[config.mk]
export PLATFORM = sky130hd
export DESIGN_NAME = ddr_cmd_seq
export DESIGN_NICKNAME = d
export VERILOG_FILES = /design/src/rtl/ddr_seq_pkg.sv /design/src/rtl/ddr_cmd_encoder.sv /design/src/rtl/ddr_gap_table.sv /design/src/rtl/ddr_cmd_seq.sv
export SDC_FILE = /design/constraint.sdc
export NUM_CORES = 1
export LEC_CHECK = 0
export BUFFER_PORTS_ARGS = -buffer_cell sky130_fd_sc_hd__buf_2
export CAP_MARGIN = 20
export CELL_PAD_IN_SITES_DETAIL_PLACEMENT = 1
export CELL_PAD_IN_SITES_GLOBAL_PLACEMENT = 1
export CORE_MARGIN = 5
export CORE_UTILIZATION = 34
export DETAILED_ROUTE_END_ITERATION = 10
export GPL_ROUTABILITY_DRIVEN = 0
export MAX_ROUTING_LAYER = met4
export PLACE_DENSITY_LB_ADDON = 0.1
export REMOVE_ABC_BUFFERS = 1
export SLEW_MARGIN = 30
export SYNTH_ARGS = -nofsm -noshare
export SYNTH_HDL_FRONTEND = slang
export SYNTH_SLANG_ARGS = --single-unit
[constraint.sdc]
create_clock -name clk -period 1.9 [get_ports clk]
set_input_delay 0.19 -clock clk [delete_from_list [all_inputs] [get_ports clk]]
set_output_delay 0.19 -clock clk [all_outputs]
set_load 0.01 [all_outputs]
[src/rtl/ddr_seq_pkg.sv]
package ddr_seq_pkg;

    typedef enum logic [2:0] {
        OP_POWER_UP     = 3'd0,
        OP_LOAD_MODE    = 3'd1,
        OP_LOAD_EXT     = 3'd2,
        OP_REFRESH      = 3'd3,
        OP_PRECHARGE    = 3'd4,
        OP_ACTIVATE     = 3'd5,
        OP_BURST_STOP   = 3'd6,
        OP_SELF_REFRESH = 3'd7
    } seq_op_e;

    typedef enum logic [1:0] {
        ST_PU_LOW = 2'd0,
        ST_PU_NOP = 2'd1,
        ST_RUN    = 2'd2,
        ST_SREF   = 2'd3
    } seq_state_e;

    typedef struct packed {
        logic cs_n;
        logic ras_n;
        logic cas_n;
        logic we_n;
    } cmd_pins_t;

    localparam cmd_pins_t PINS_NOP   = '{cs_n: 1'b0, ras_n: 1'b1, cas_n: 1'b1, we_n: 1'b1};
    localparam cmd_pins_t PINS_MRS   = '{cs_n: 1'b0, ras_n: 1'b0, cas_n: 1'b0, we_n: 1'b0};
    localparam cmd_pins_t PINS_REF   = '{cs_n: 1'b0, ras_n: 1'b0, cas_n: 1'b0, we_n: 1'b1};
    localparam cmd_pins_t PINS_PRE   = '{cs_n: 1'b0, ras_n: 1'b0, cas_n: 1'b1, we_n: 1'b0};
    localparam cmd_pins_t PINS_ACT   = '{cs_n: 1'b0, ras_n: 1'b0, cas_n: 1'b1, we_n: 1'b1};
    localparam cmd_pins_t PINS_BST   = '{cs_n: 1'b0, ras_n: 1'b1, cas_n: 1'b1, we_n: 1'b0};

    // Round a time in picoseconds up to whole clock periods, never below one.
    function automatic int unsigned ps_to_cycles(input int unsigned t_ps, input int unsigned clk_ps);
        int unsigned c;
        c = (t_ps + clk_ps - 1) / clk_ps;
        if (c == 0) c = 1;
        return c;
    endfunction

    function automatic int unsigned max2(input int unsigned a, input int unsigned b);
        return (a > b) ? a : b;
    endfunction

endpackage

[src/rtl/ddr_cmd_encoder.sv]
module ddr_cmd_encoder
    import ddr_seq_pkg::*;
#(
    parameter int unsigned BANK_W = 2,
    parameter int unsigned ADDR_W = 13,
    parameter int unsigned AP_BIT = 10
) (
    input  seq_op_e             op,
    input  logic [BANK_W-1:0]   bank,
    input  logic [ADDR_W-1:0]   addr,
    input  logic                all_banks,
    output cmd_pins_t           pins,
    output logic                cke,
    output logic [BANK_W-1:0]   ba,
    output logic [ADDR_W-1:0]   a
);

    always_comb begin
        pins = PINS_NOP;
        cke  = 1'b1;
        ba   = '0;
        a    = '0;
        unique case (op)
            OP_POWER_UP: begin
                cke = 1'b0;
            end
            OP_LOAD_MODE: begin
                pins = PINS_MRS;
                ba   = BANK_W'(0);
                a    = addr;
            end
            OP_LOAD_EXT: begin
                pins = PINS_MRS;
                ba   = BANK_W'(1);
                a    = addr;
            end
            OP_REFRESH: begin
                pins = PINS_REF;
            end
            OP_PRECHARGE: begin
                pins      = PINS_PRE;
                ba        = bank;
                a[AP_BIT] = all_banks;
            end
            OP_ACTIVATE: begin
                pins = PINS_ACT;
                ba   = bank;
                a    = addr;
            end
            OP_BURST_STOP: begin
                pins = PINS_BST;
            end
            OP_SELF_REFRESH: begin
                pins = PINS_REF;
                cke  = 1'b0;
            end
            default: begin
                pins = PINS_NOP;
            end
        endcase
    end

endmodule

[src/rtl/ddr_gap_table.sv]
module ddr_gap_table
    import ddr_seq_pkg::*;
#(
    parameter int unsigned CNT_W   = 8,
    parameter int unsigned MRD_CYC = 2,
    parameter int unsigned RFC_CYC = 14,
    parameter int unsigned RP_CYC  = 3,
    parameter int unsigned RCD_CYC = 3
) (
    input  seq_op_e          op,
    output logic [CNT_W-1:0] wait_cyc
);

    // Cycles of held-off ready after the command cycle: spacing minus one.
    always_comb begin
        unique case (op)
            OP_LOAD_MODE,
            OP_LOAD_EXT:  wait_cyc = CNT_W'(MRD_CYC - 1);
            OP_REFRESH:   wait_cyc = CNT_W'(RFC_CYC - 1);
            OP_PRECHARGE: wait_cyc = CNT_W'(RP_CYC - 1);
            OP_ACTIVATE:  wait_cyc = CNT_W'(RCD_CYC - 1);
            default:      wait_cyc = '0;
        endcase
    end

endmodule

[src/rtl/ddr_cmd_seq.sv]
module ddr_cmd_seq
    import ddr_seq_pkg::*;
#(
    parameter int unsigned BANK_W      = 2,
    parameter int unsigned ADDR_W      = 13,
    parameter int unsigned HOLD_W      = 8,
    parameter int unsigned AP_BIT      = 10,
    parameter int unsigned CLK_PS      = 5000,
    parameter int unsigned CKE_LOW_CYC = 10,
    parameter int unsigned INIT_NOP_PS = 400000,
    parameter int unsigned T_MRD_PS    = 10000,
    parameter int unsigned T_RFC_PS    = 70000,
    parameter int unsigned T_RP_PS     = 12500,
    parameter int unsigned T_RCD_PS    = 15000,
    parameter int unsigned T_XSR_PS    = 75000
) (
    input  logic              clk,
    input  logic              rst_n,
    input  logic              req_valid,
    output logic              req_ready,
    input  logic [2:0]        req_op,
    input  logic [BANK_W-1:0] req_bank,
    input  logic [ADDR_W-1:0] req_addr,
    input  logic              req_all,
    input  logic [HOLD_W-1:0] req_hold,
    output logic              sd_cke,
    output logic              sd_cs_n,
    output logic              sd_ras_n,
    output logic              sd_cas_n,
    output logic              sd_we_n,
    output logic [BANK_W-1:0] sd_ba,
    output logic [ADDR_W-1:0] sd_a
);

    localparam int unsigned MRD_CYC  = ps_to_cycles(T_MRD_PS, CLK_PS);
    localparam int unsigned RFC_CYC  = ps_to_cycles(T_RFC_PS, CLK_PS);
    localparam int unsigned RP_CYC   = ps_to_cycles(T_RP_PS, CLK_PS);
    localparam int unsigned RCD_CYC  = ps_to_cycles(T_RCD_PS, CLK_PS);
    localparam int unsigned XSR_CYC  = ps_to_cycles(T_XSR_PS, CLK_PS);
    localparam int unsigned INIT_CYC = ps_to_cycles(INIT_NOP_PS, CLK_PS);
    localparam int unsigned LOW_CYC  = (CKE_LOW_CYC == 0) ? 1 : CKE_LOW_CYC;

    localparam int unsigned MAX_GAP  = max2(max2(max2(MRD_CYC, RFC_CYC), max2(RP_CYC, RCD_CYC)),
                                            max2(max2(XSR_CYC, INIT_CYC), LOW_CYC));
    localparam int unsigned CNT_W    = max2($clog2(MAX_GAP + 1), HOLD_W);

    typedef struct packed {
        seq_state_e         st;
        logic [CNT_W-1:0]   cnt;
        logic               cke;
        cmd_pins_t          pins;
        logic [BANK_W-1:0]  ba;
        logic [ADDR_W-1:0]  a;
    } seq_regs_t;

    seq_regs_t r_d, r_q;

    seq_op_e             op_s;
    cmd_pins_t           enc_pins;
    logic                enc_cke;
    logic [BANK_W-1:0]   enc_ba;
    logic [ADDR_W-1:0]   enc_a;
    logic [CNT_W-1:0]    gap_wait;
    logic                accept;

    assign op_s = seq_op_e'(req_op);

    ddr_cmd_encoder #(
        .BANK_W (BANK_W),
        .ADDR_W (ADDR_W),
        .AP_BIT (AP_BIT)
    ) enc_i (
        .op        (op_s),
        .bank      (req_bank),
        .addr      (req_addr),
        .all_banks (req_all),
        .pins      (enc_pins),
        .cke       (enc_cke),
        .ba        (enc_ba),
        .a         (enc_a)
    );

    ddr_gap_table #(
        .CNT_W   (CNT_W),
        .MRD_CYC (MRD_CYC),
        .RFC_CYC (RFC_CYC),
        .RP_CYC  (RP_CYC),
        .RCD_CYC (RCD_CYC)
    ) gap_i (
        .op       (op_s),
        .wait_cyc (gap_wait)
    );

    assign req_ready = (r_q.st == ST_RUN) && (r_q.cnt == '0);
    assign accept    = req_valid && req_ready;

    always_comb begin
        r_d      = r_q;
        r_d.pins = PINS_NOP;
        r_d.cke  = 1'b1;
        r_d.ba   = '0;
        r_d.a    = '0;
        unique case (r_q.st)
            ST_PU_LOW: begin
                if (r_q.cnt != '0) begin
                    r_d.cnt = r_q.cnt - CNT_W'(1);
                    r_d.cke = 1'b0;
                end else begin
                    r_d.st  = ST_PU_NOP;
                    r_d.cnt = CNT_W'(INIT_CYC - 1);
                end
            end
            ST_PU_NOP: begin
                if (r_q.cnt != '0) begin
                    r_d.cnt = r_q.cnt - CNT_W'(1);
                end else begin
                    r_d.st = ST_RUN;
                end
            end
            ST_RUN: begin
                if (accept) begin
                    r_d.pins = enc_pins;
                    r_d.cke  = enc_cke;
                    r_d.ba   = enc_ba;
                    r_d.a    = enc_a;
                    unique case (op_s)
                        OP_POWER_UP: begin
                            r_d.st  = ST_PU_LOW;
                            r_d.cnt = CNT_W'(LOW_CYC - 1);
                        end
                        OP_SELF_REFRESH: begin
                            r_d.st  = ST_SREF;
                            r_d.cnt = (req_hold == '0) ? '0
                                    : (CNT_W'(req_hold) - CNT_W'(1));
                        end
                        default: begin
                            r_d.cnt = gap_wait;
                        end
                    endcase
                end else if (r_q.cnt != '0) begin
                    r_d.cnt = r_q.cnt - CNT_W'(1);
                end
            end
            ST_SREF: begin
                if (r_q.cnt != '0) begin
                    r_d.cnt  = r_q.cnt - CNT_W'(1);
                    r_d.pins = PINS_REF;
                    r_d.cke  = 1'b0;
                end else begin
                    r_d.st  = ST_RUN;
                    r_d.cnt = CNT_W'(XSR_CYC - 1);
                end
            end
            default: begin
                r_d.st = ST_PU_LOW;
            end
        endcase
    end

    always_ff @(posedge clk) begin
        if (!rst_n) begin
            r_q <= '{st:   ST_PU_LOW,
                     cnt:  CNT_W'(LOW_CYC - 1),
                     cke:  1'b0,
                     pins: PINS_NOP,
                     ba:   '0,
                     a:    '0};
        end else begin
            r_q <= r_d;
        end
    end

    assign sd_cke   = r_q.cke;
    assign sd_cs_n  = r_q.pins.cs_n;
    assign sd_ras_n = r_q.pins.ras_n;
    assign sd_cas_n = r_q.pins.cas_n;
    assign sd_we_n  = r_q.pins.we_n;
    assign sd_ba    = r_q.ba;
    assign sd_a     = r_q.a;

endmodule

==> metrics.md, run 1 <==
| Metric | Value |
|---|---|
| WP data arrival | approximately 2.0 ns |
| Layout Cells excl Fill | approximately 340 |
| Synthesized flop and latch total | 29 |
| Synth unique cells | 52 |
| Synth cell count leaders | dfxtp_1, nor2_1, buf_4 |
| Hpwl dp | roughly 4.1 mm |
| Vias | 1662 |
| DP Cell Count | roughly 340 |
| Power, Total | about 2.2 mW |
| Share of cells above drive strength 1 | 0.361 |
| Final Hold Fails | 0 |
| Largest net degree at the start of global routing | 17 |
| RSZ-0062 raised after global routing | true |
| H-tree levels | 2 |
| Placement Setup Slack | -0.0276 ns |
| Die X-Extent | 83.3 um |
| Fin worst setup slack | around 0.054 ns |
| Mapped Avg Cell Area | about 8.4 um^2 |
| Status | finished, final reports clean |
| Pwr dens | 928 mW/mm^2 |
| Final Core Density | 0.451 |
| TritonRoute pass-1 iters | 4 |
| Die height | 83.3 um |
| Slew Viols, Final | 0 |
| Antenna violations before repair | 0 |
| CP Class | reg -> reg |
| Vias in the first global route | roughly 1700 |
| Layout net count | about 320 |
| CP max stage cell | a2111oi_4 |
| Critical Path RT | 2.06 ns |
| Clock Sinks | 29 |
| Gr ovfl total | 0 |
| Mapped Area | between 0.0015 and 0.002 mm^2 |
| DP Area | approximately 0.0022 mm^2 |
| Boundary pin count | 51 |
| Initial Util | 0.353 |
| First-pass GRT wire length | ~8.5 mm |
| Yosys top cell area share | 0.318 |
| Synth area leader | dfxtp_1 |
| Antenna Cells | 0 |
| Critical Path Start Type | flip-flop |
| Worst-skew pair later-pin latency | around 0.28 ns |
| Max frequency | between 500 and 600 MHz |
| Overall die area | about 0.007 mm^2 |
| Fin crit period | around 1.8 ns |
| HP Class | in -> reg |
| Layout area overhead | 27.6% |
| Final Setup Violations | 0 |
| Fill cells | between 600 and 700 |
| Leak | between 1 and 1.5 nW |
| Number of synthesized flops with an enable pin | 0 |
| Maximum vdd drop | 0.307 mV |
| DR vias/cell | approximately 4.8 |
| Worst-margin pin slew | around 0.53 ns |
| YS warnings | 0 |
| Mapped Cells | between 200 and 250 |
| Detail Route Antenna Nets | 0 |
| Gr usage total | 0.155 |
| Routed len/inst | 15.2 um |
| DRT Wirelength | about 5.2 mm |
| Num CTS Buffers | 5 |
| Final instance area | between 0.002 and 0.0025 mm^2 |
| Final Skew | roughly 0.0046 ns |
| Max Cap Viol | 0 |
| CP Capture Type | flip-flop |
| CTS tree | yes |
| Crit-path max FO | 7 |
| CP Cell Sequence | inv_1 > ha_1 > nor3b_4 > and2_2 > inv_4 > a2111oi_4 > a21o_1 > o21ai_1 |
| Tcrit/Tclk final | 0.972 |
| Drc violations | 0 |
| Rel. slew slack | 0.647 |
| Std cell rows | 26 |
| Ys async rst share | 0 |
| PortBufs | slightly below 50 |
| Largest cells by area after synthesis | dfxtp_1, ha_1, buf_4, and2_1, nor2_1 |
| CP max stage delay | around 0.39 ns |
| Max Root-Sink Buffers | 2 |
| Post-synthesis sequential area ratio | 0.318 |
| Synth Flop Type | dfxtp_1 |
| Iter 0 DRT Violations | 49 |
| Core area | about 0.0052 mm^2 |
| Most numerous cell in the Yosys netlist | dfxtp_1 |
| Clock-pin transition on the worst setup and hold timing paths | approximately 0.070 ns |
| CTS Root Cell | clkbuf_8 |
## kinds of logic (layout without fill, tap and decap cells)
kind of cell,count (synthesis),after routing,synth area share
simple gates,84,84,0.265
compound gates,49,49,0.186
buf+inv,35,92,0.111
flops,29,29,0.318
fa+ha+maj,12,12,0.0821
xor+xnor,4,4,0.0192
mux,3,3,0.0171
other cells,1,1,0.00205
## registers in the layout (all words and copies together) (netlist names)
register,count
sd_ras_n,1
sd_we_n,1
sd_a,13
sd_cke,1
r_q,10
sd_ba,2
sd_cas_n,1
## placed cells by master, fill, tap and decap left out, types with 4 or more instances in the layout
| cell | count |
|---|---|
| nand2b_1 | 4 |
| inv_1 | 8 |
| nor2_1 | 18 |
| o21ai_0 | 9 |
| buf_2 | 49 |
| ha_1 | 11 |
| a21oi_1 | 10 |
| nand2_1 | 11 |
| nor3_1 | 9 |
| clkbuf_8 | 5 |
| dfxtp_1 | 29 |
| buf_4 | 26 |
| or3_1 | 5 |
| and2_1 | 13 |
## area by class of cell
class                   instances  area (um^2)  share of cell area
clock buffers                   6         72.6              0.0311
clock inverters                 2         10.0             0.00429
inverters                       9         36.3              0.0156
multi-input cells             153         1100               0.474
flip-flops and latches         29          581               0.249
well taps                      70         87.6              0.0376
repair buffers                 75          440               0.189
## critical path: cells and delay by family (launching register included)
kind	cells	cell delay, ns
buffers and inverters	2	0.15
flip-flops	1	0.31
AND/OR/NAND/NOR	2	0.49
adder cells (fa/ha/maj)	1	0.17
AO/OA/AOI/OAI	3	0.60
## report_power, final
group          leakage, nW  internal (mW)  switching [mW]  total (mW)
combinational        0.748          0.451           0.482       0.933
sequential           0.235          0.674          0.0576       0.731
clock               0.0450          0.253           0.247       0.500
## path summary, 6_finish.rpt
kind / end / slack [ns] / cells after the start / start
worst max-delay path: r_q[23] / 0.05 / 8 / r_q[20]
worst min-delay path: sd_a[2] / 0.11 / 2 / req_addr[2]
worst max register to register: r_q[23] / 0.05 / 8 / r_q[20]
worst min register to register: r_q[28] / 0.60 / 3 / r_q[28]
## repair_timing
| item | 4_1_cts | 5_1_grt |
|---|---|---|
| resized for setup | 2 | 8 |
| pin swaps | 0 | 1 |
| hold buffers | 0 | 0 |
| buffers inserted | 0 | 0 |
| setup endpoints to repair | 11 | 22 |
## per-layer routing
layer	routed length, um	vias to the layer above	track usage
met5	0	-	-
met4	48	0	0.0401
met3	227	6	0.0426
met2	2480	34	0.249
met1	2460	764	0.192
li1	-	858	-
## metrics by stage
stage | TNS, ns | hold WS (ns)
2_1_floorplan | -0.776 | 0.266
3_3_place_gp | 0 | 0.389
3_5_place_dp | -0.0276 | 0.393
4_1_cts | 0 | 0.0987
5_1_grt | -0.452 | 0.0950
6_report | 0 | 0.106
Power figures use the tool's default switching activity.
==> run 2, diff against run 1 <==
PLACE_DENSITY = 0.86   (was unset)
PLACE_DENSITY_LB_ADDON = unset   (was 0.1)
clock period = 1.6 ns   (was 1.9 ns; I/O delays follow)
==> run 2 against run 1 <==
Flip-flop and latch count stayed put. The flow now finishes with violations (negative setup slack). Routed wire length is 80% higher. First-iteration DRC count is 130% higher. Clock power is 46% higher. Via count is 29% higher. Largest cell class unchanged. Maximum frequency is 7.6% lower. Sequential power is 21% higher. Count of clock-buffer cells in the layout is 1 higher.
==> metrics.md, run 2 (synthesized netlist as in run 1, its figures left out) <==
| Metric | Value |
|---|---|
| Status | finished, violations left |
| Violated checks | negative setup slack |
| Layout area overhead | 58.5% |
| Layout net count | 348 |
| Fin crit period | between 1.5 and 2 ns |
| Drc violations | 0 |
| Share of cells above drive strength 1 | 0.560 |
| Final Skew | 0.0163 ns |
| Final Setup Violations | 30 |
| Switching pwr | around 1.4 mW |
| Register Area | between 500 and 600 um^2 |
| Critical Path Start Type | flip-flop |
| Hpwl dp | 5.10 mm |
| Overall die area | 0.00694 mm^2 |
| Gr usage total | 0.264 |
| Sw Share | 0.407 |
| Met3 Use GR | 0.0436 |
| DRT Wirelength | ~9.4 mm |
| Num CTS Buffers | 5 |
| Worst-skew pair later-pin latency | around 0.3 ns |
| Boundary pin count | a little over 50 |
| CTS tree | yes |
| First-pass GRT wire length | around 14 mm |
| CTS Root Cell | clkbuf_8 |
| Placement Setup Slack | -0.434 ns |
| GR peak layer | met2 |
| HP Class | in -> reg |
| Pwr dens | about 1200 mW/mm^2 |
| WHS | approximately 0.076 ns |
| Clock Sinks | 29 |
| Max frequency | approximately 500 MHz |
| Commonest non-fill, non-tap cell in the layout | buf_4 |
| Largest net degree at the start of global routing | 17 |
| Leak | 1.25 nW |
| Std cell rows | 26 |
| Routed len/inst | 24.9 um |
| Antenna violations before repair | 0 |
| Tcrit/Tclk final | 1.25 |
| Slew Viols, Final | 0 |
| Critical Path RT | between 1.5 and 2 ns |
| CP Class | reg -> reg |
| GR Layer Usage met1 | 0.270 |
| Int Pwr | between 2 and 2.5 mW |
| Rel. slew slack | 0.595 |
| Fin worst setup slack | -0.397 ns |
| Initial Util | 0.353 |
| DR vias/cell | 5.70 |
| Final instance area | just under 0.003 mm^2 |
| Vias in the first global route | 2357 |
| Iter 0 DRT Violations | roughly 120 |
| Crit-path max FO | 7 |
| Maximum vdd drop | 0.445 mV |
| Core area | 0.00517 mm^2 |
| Max Cap Viol | 0 |
| Fill cells | a little over 600 |
| RSZ-0062 raised after global routing | true |
| Antenna Cells | 0 |
| Final Core Density | 0.560 |
| PortBufs | ~50 |
| Grt met2 use | 0.482 |
| WP data arrival | about 2.2 ns |
| Reg power frac | 0.254 |
| Largest register FFs | 13 |
| CTS Hold Buffers Added | 0 |
| H-tree levels | 2 |
| Clock-pin transition on the worst setup and hold timing paths | ~0.080 ns |
| CP Capture Type | flip-flop |
| Max Root-Sink Buffers | 2 |
| Most frequent cells in the layout | buf_4, buf_2, dfxtp_1 |
| Die height | 83.3 um |
| Power, Total | 3.49 mW |
| Detail Route Antenna Nets | 0 |
| Multi-input combinational cell area | ~0.0014 mm^2 |
| Worst-margin pin slew | around 0.6 ns |
| DP Area | between 0.002 and 0.0025 mm^2 |
| Gr ovfl total | 0 |
| Clock Power Share | 0.209 |
| TritonRoute pass-1 iters | 4 |
| Vias | ~2100 |
| Combinational fraction of design power | 0.536 |
| Final Hold Fails | 0 |
| Die X-Extent | around 83 um |
## run 2: changes by cell type in the layout (fill, tap and decap cells not counted), sizes merged
cell / previous run / this run
clkinv: 2 / 1
clkbuf: 6 / 7
buf: 75 / 108
## run 2: final cells by class
class,count,share of cell area
inverter,9,0.0134
multi-input combinational,153,0.469
tap,70,0.0302
sequential,29,0.201
timing repair buffer,108,0.251
clock buffer,7,0.0332
clock inverter,1,0.00173
## run 2: final timing paths
path	start	end	slack (ns)	cells after the start
max	r_q[21]	r_q[23]	-0.40	8
min	req_addr[5]	sd_a[5]	0.08	2
max reg2reg	r_q[21]	r_q[23]	-0.40	8
min reg2reg	r_q[28]	r_q[28]	0.61	3
## run 2: what timing repair did
| action | in CTS | in global routing |
|---|---|---|
| gates resized for setup | 51 | 30 |
| setup buffers | 7 | 4 |
| cloned | 1 | 0 |
| pin swaps | 20 | 20 |
| setup endpoints to repair | 30 | 30 |
| hold endpoints to repair | 0 | 0 |
## run 2: per-layer routing
layer / up-vias / part of all wire
met5: - / 0
met4: 0 / 0.072
met3: 59 / 0.049
met2: 107 / 0.52
met1: 1057 / 0.36
li1: 925 / -
## run 2: per-stage QoR
step                      TNS [ns]  instances
after detailed placement     -6.85        357
after global placement       -3.33        357
final                        -6.33        377
after floorplan              -6.50        191
after CTS                    -2.67        373
after global routing         -7.56        377
## run 2: power groups by stage
| stage | sequential [mW] | combinational [mW] | clock [mW] |
|---|---|---|---|
| 6_report | 0.888 | 1.87 | 0.730 |
| 3_3_place_gp | 0.871 | 1.08 | 0 |
| 3_5_place_dp | 0.879 | 1.16 | 0 |
| 5_1_grt | 0.889 | 1.95 | 0.765 |
| 4_1_cts | 0.878 | 1.57 | 0.699 |
| 2_1_floorplan | 0.892 | 0.571 | 0 |
## run 2: worst max-delay path: stages (launching register included)
cell and delay, ns:
dfxtp_2 0.35, inv_2 0.09, ha_4 0.15, nor3b_4 0.24, and2_4 0.25, inv_6 0.07
or3_4 0.34, a31oi_1 0.23, o21ai_1 0.13
==> run 3, diff against run 2 <==
clock period = 1.8 ns   (was 1.6 ns; I/O delays follow)
==> run 3 against run 2 <==
The run still ends with negative setup slack left. Count of clock-buffer cells in the layout unchanged. Critical path type unchanged. Global-route usage fell by 7.4 points. First-iteration DRC count grew 5.2%. Non-clock buffer count down 27. Critical path depth unchanged. Combinational power fell by 26%.
==> metrics.md, run 3 (synthesized netlist as in run 1, its figures left out) <==
| Metric | Value |
|---|---|
| WP data arrival | ~2.1 ns |
| Final Skew | 0.00761 ns |
| Hold endpoint | sd_a[11] |
| Worst-margin pin slew | 0.540 ns |
| Gr ovfl total | 0 |
| Drc violations | 0 |
| Combinational fraction of design power | 0.496 |
| HP Class | in -> reg |
| CTS Hold Buffers Added | 0 |
| CTS tree | yes |
| DR vias/cell | between 5 and 6 |
| Clock Power Share | 0.215 |
| R2r endpoint | r_q[22] |
| Max Cap Viol | 0 |
| Worst-skew pair later-pin latency | between 0.2 and 0.3 ns |
| Sw Share | 0.386 |
| Vias in the first global route | approximately 1900 |
| Fin crit period | ~1.9 ns |
| Critical Path Start Type | flip-flop |
| Core area | slightly above 0.005 mm^2 |
| Largest register FFs | 13 |
| Antenna violations before repair | 0 |
| Std cell rows | 26 |
| Largest net degree at the start of global routing | 17 |
| Reg power frac | 0.288 |
| Final Setup Violations | 12 |
| Initial Util | 0.353 |
| Overall die area | ~0.0069 mm^2 |
| Num CTS Buffers | 5 |
| Crit path launch | r_q[20] |
| Rel. slew slack | 0.637 |
| Detail Route Antenna Nets | 0 |
| Final Core Density | 0.489 |
| Maximum vdd drop | 0.599 mV |
| Crit-path max FO | 4 |
| H-tree levels | 2 |
| Max frequency | ~530 MHz |
| Int Pwr | roughly 1.7 mW |
| Most frequent cells in the layout | buf_2, buf_4, dfxtp_1 |
| Share of cells above drive strength 1 | 0.436 |
| Tcrit/Tclk final | 1.05 |
| Gr usage total | 0.190 |
| Hpwl dp | 4.36 mm |
| Boundary pin count | approximately 50 |
| Commonest non-fill, non-tap cell in the layout | buf_2 |
| CTS Root Cell | clkbuf_8 |
| PortBufs | 49 |
| Worst hold stages | 2 |
| Routed len/inst | about 21 um |
| Layout net count | between 300 and 400 |
| Antenna Cells | 0 |
| CP Capture Type | flip-flop |
| Vias | slightly below 2000 |
| Clock-pin transition on the worst setup and hold timing paths | 0.06 ns |
| Die X-Extent | about 83 um |
| HP Start | req_addr[11] |
| TritonRoute pass-1 iters | 4 |
| CP Class | reg -> reg |
| Critical R2R Launch | r_q[20] |
| Final Hold Fails | 0 |
| Clock Sinks | 29 |
| Slew Viols, Final | 0 |
| RSZ-0062 raised after global routing | true |
| Die height | 83.3 um |
| Register Area | roughly 580 um^2 |
| First-pass GRT wire length | just over 10 mm |
| DRT Wirelength | roughly 7.5 mm |
| Critical Path RT | between 1.5 and 2 ns |
| Layout area overhead | 38.3% |
| Pwr dens | between 1000 and 1500 mW/mm^2 |
| Violated checks | negative setup slack |
| Iter 0 DRT Violations | 121 |
| Fin worst setup slack | -0.0937 ns |
| Leak | about 1.1 nW |
| Status | finished, violations left |
| Max Root-Sink Buffers | 2 |
| R2R Setup Slk | -0.09 ns |
| Switching pwr | 1.08 mW |
| Worst Reg2Reg Path Length in Cells | 8 |
| Fill cells | 614 |
| Multi-input combinational cell area | between 0.001 and 0.0015 mm^2 |
| Power, Total | roughly 2.8 mW |
==> run 3: power groups by stage <==
stage	combinational, mW	sequential (mW)	clock, mW
finish	1.38	0.803	0.600
global route	1.45	0.813	0.636
CTS	1.06	0.785	0.603
detailed placement	0.909	0.791	0
global placement	0.863	0.784	0
floorplan	0.507	0.792	0
==> run 3: metal layers <==
layer / share of wire / GRT usage / vias to the layer above
li1: - / - / 875
met1: 0.36 / 0.204 / 948
met2: 0.53 / 0.355 / 97
met3: 0.047 / 0.0218 / 39
met4: 0.062 / 0.0713 / 0
met5: 0 / - / -
==> run 3: critical path, cell delays in order (launching register included) <==
cell	delay, ns
dfxtp_2	0.34
inv_2	0.09
ha_4	0.15
nor3b_4	0.21
buf_6	0.15
nand4_1	0.16
nor2_2	0.24
nand4_1	0.20
a211oi_2	0.26
==> run 3: worst max-delay path by stage <==
stage	end	slack, ns
6_report	r_q[22]	-0.09
5_1_grt	r_q[22]	-0.18
4_1_cts	r_q[20]	-0.02
3_5_place_dp	r_q[23]	-0.17
3_3_place_gp	sd_we_n	0.008
2_1_floorplan	sd_we_n	-0.19
==> run 3: area by class of cell <==
class | instances | share of cell area
sequential | 29 | 0.231
multi-input combinational | 153 | 0.480
clock buffer | 7 | 0.0381
inverter | 9 | 0.0153
timing repair buffer | 81 | 0.199
clock inverter | 1 | 0.00198
tap | 70 | 0.0346
==> run 3: through the flow <==
| step | cell area, um^2 | worst slack, ns | std cells | setup TNS [ns] | hold WS [ns] |
|---|---|---|---|---|---|
| final | 2530 | -0.0937 | 350 | -0.230 | 0.101 |
| after global routing | 2530 | -0.176 | 350 | -2.10 | 0.0980 |
| after CTS | 2360 | -0.0231 | 345 | -0.0425 | 0.0970 |
| after detailed placement | 2170 | -0.166 | 334 | -1.60 | 0.384 |
| after global placement | 2170 | 0.00834 | 334 | 0 | 0.379 |
| after floorplan | 1660 | -0.194 | 191 | -2.49 | 0.256 |
==> run 3: what timing repair did <==
item | in CTS | in global routing
gates cloned | 0 | 1
pin swaps | 2 | 8
gates resized for setup | 14 | 28
setup buffers | 3 | 4
setup endpoints to repair | 22 | 25
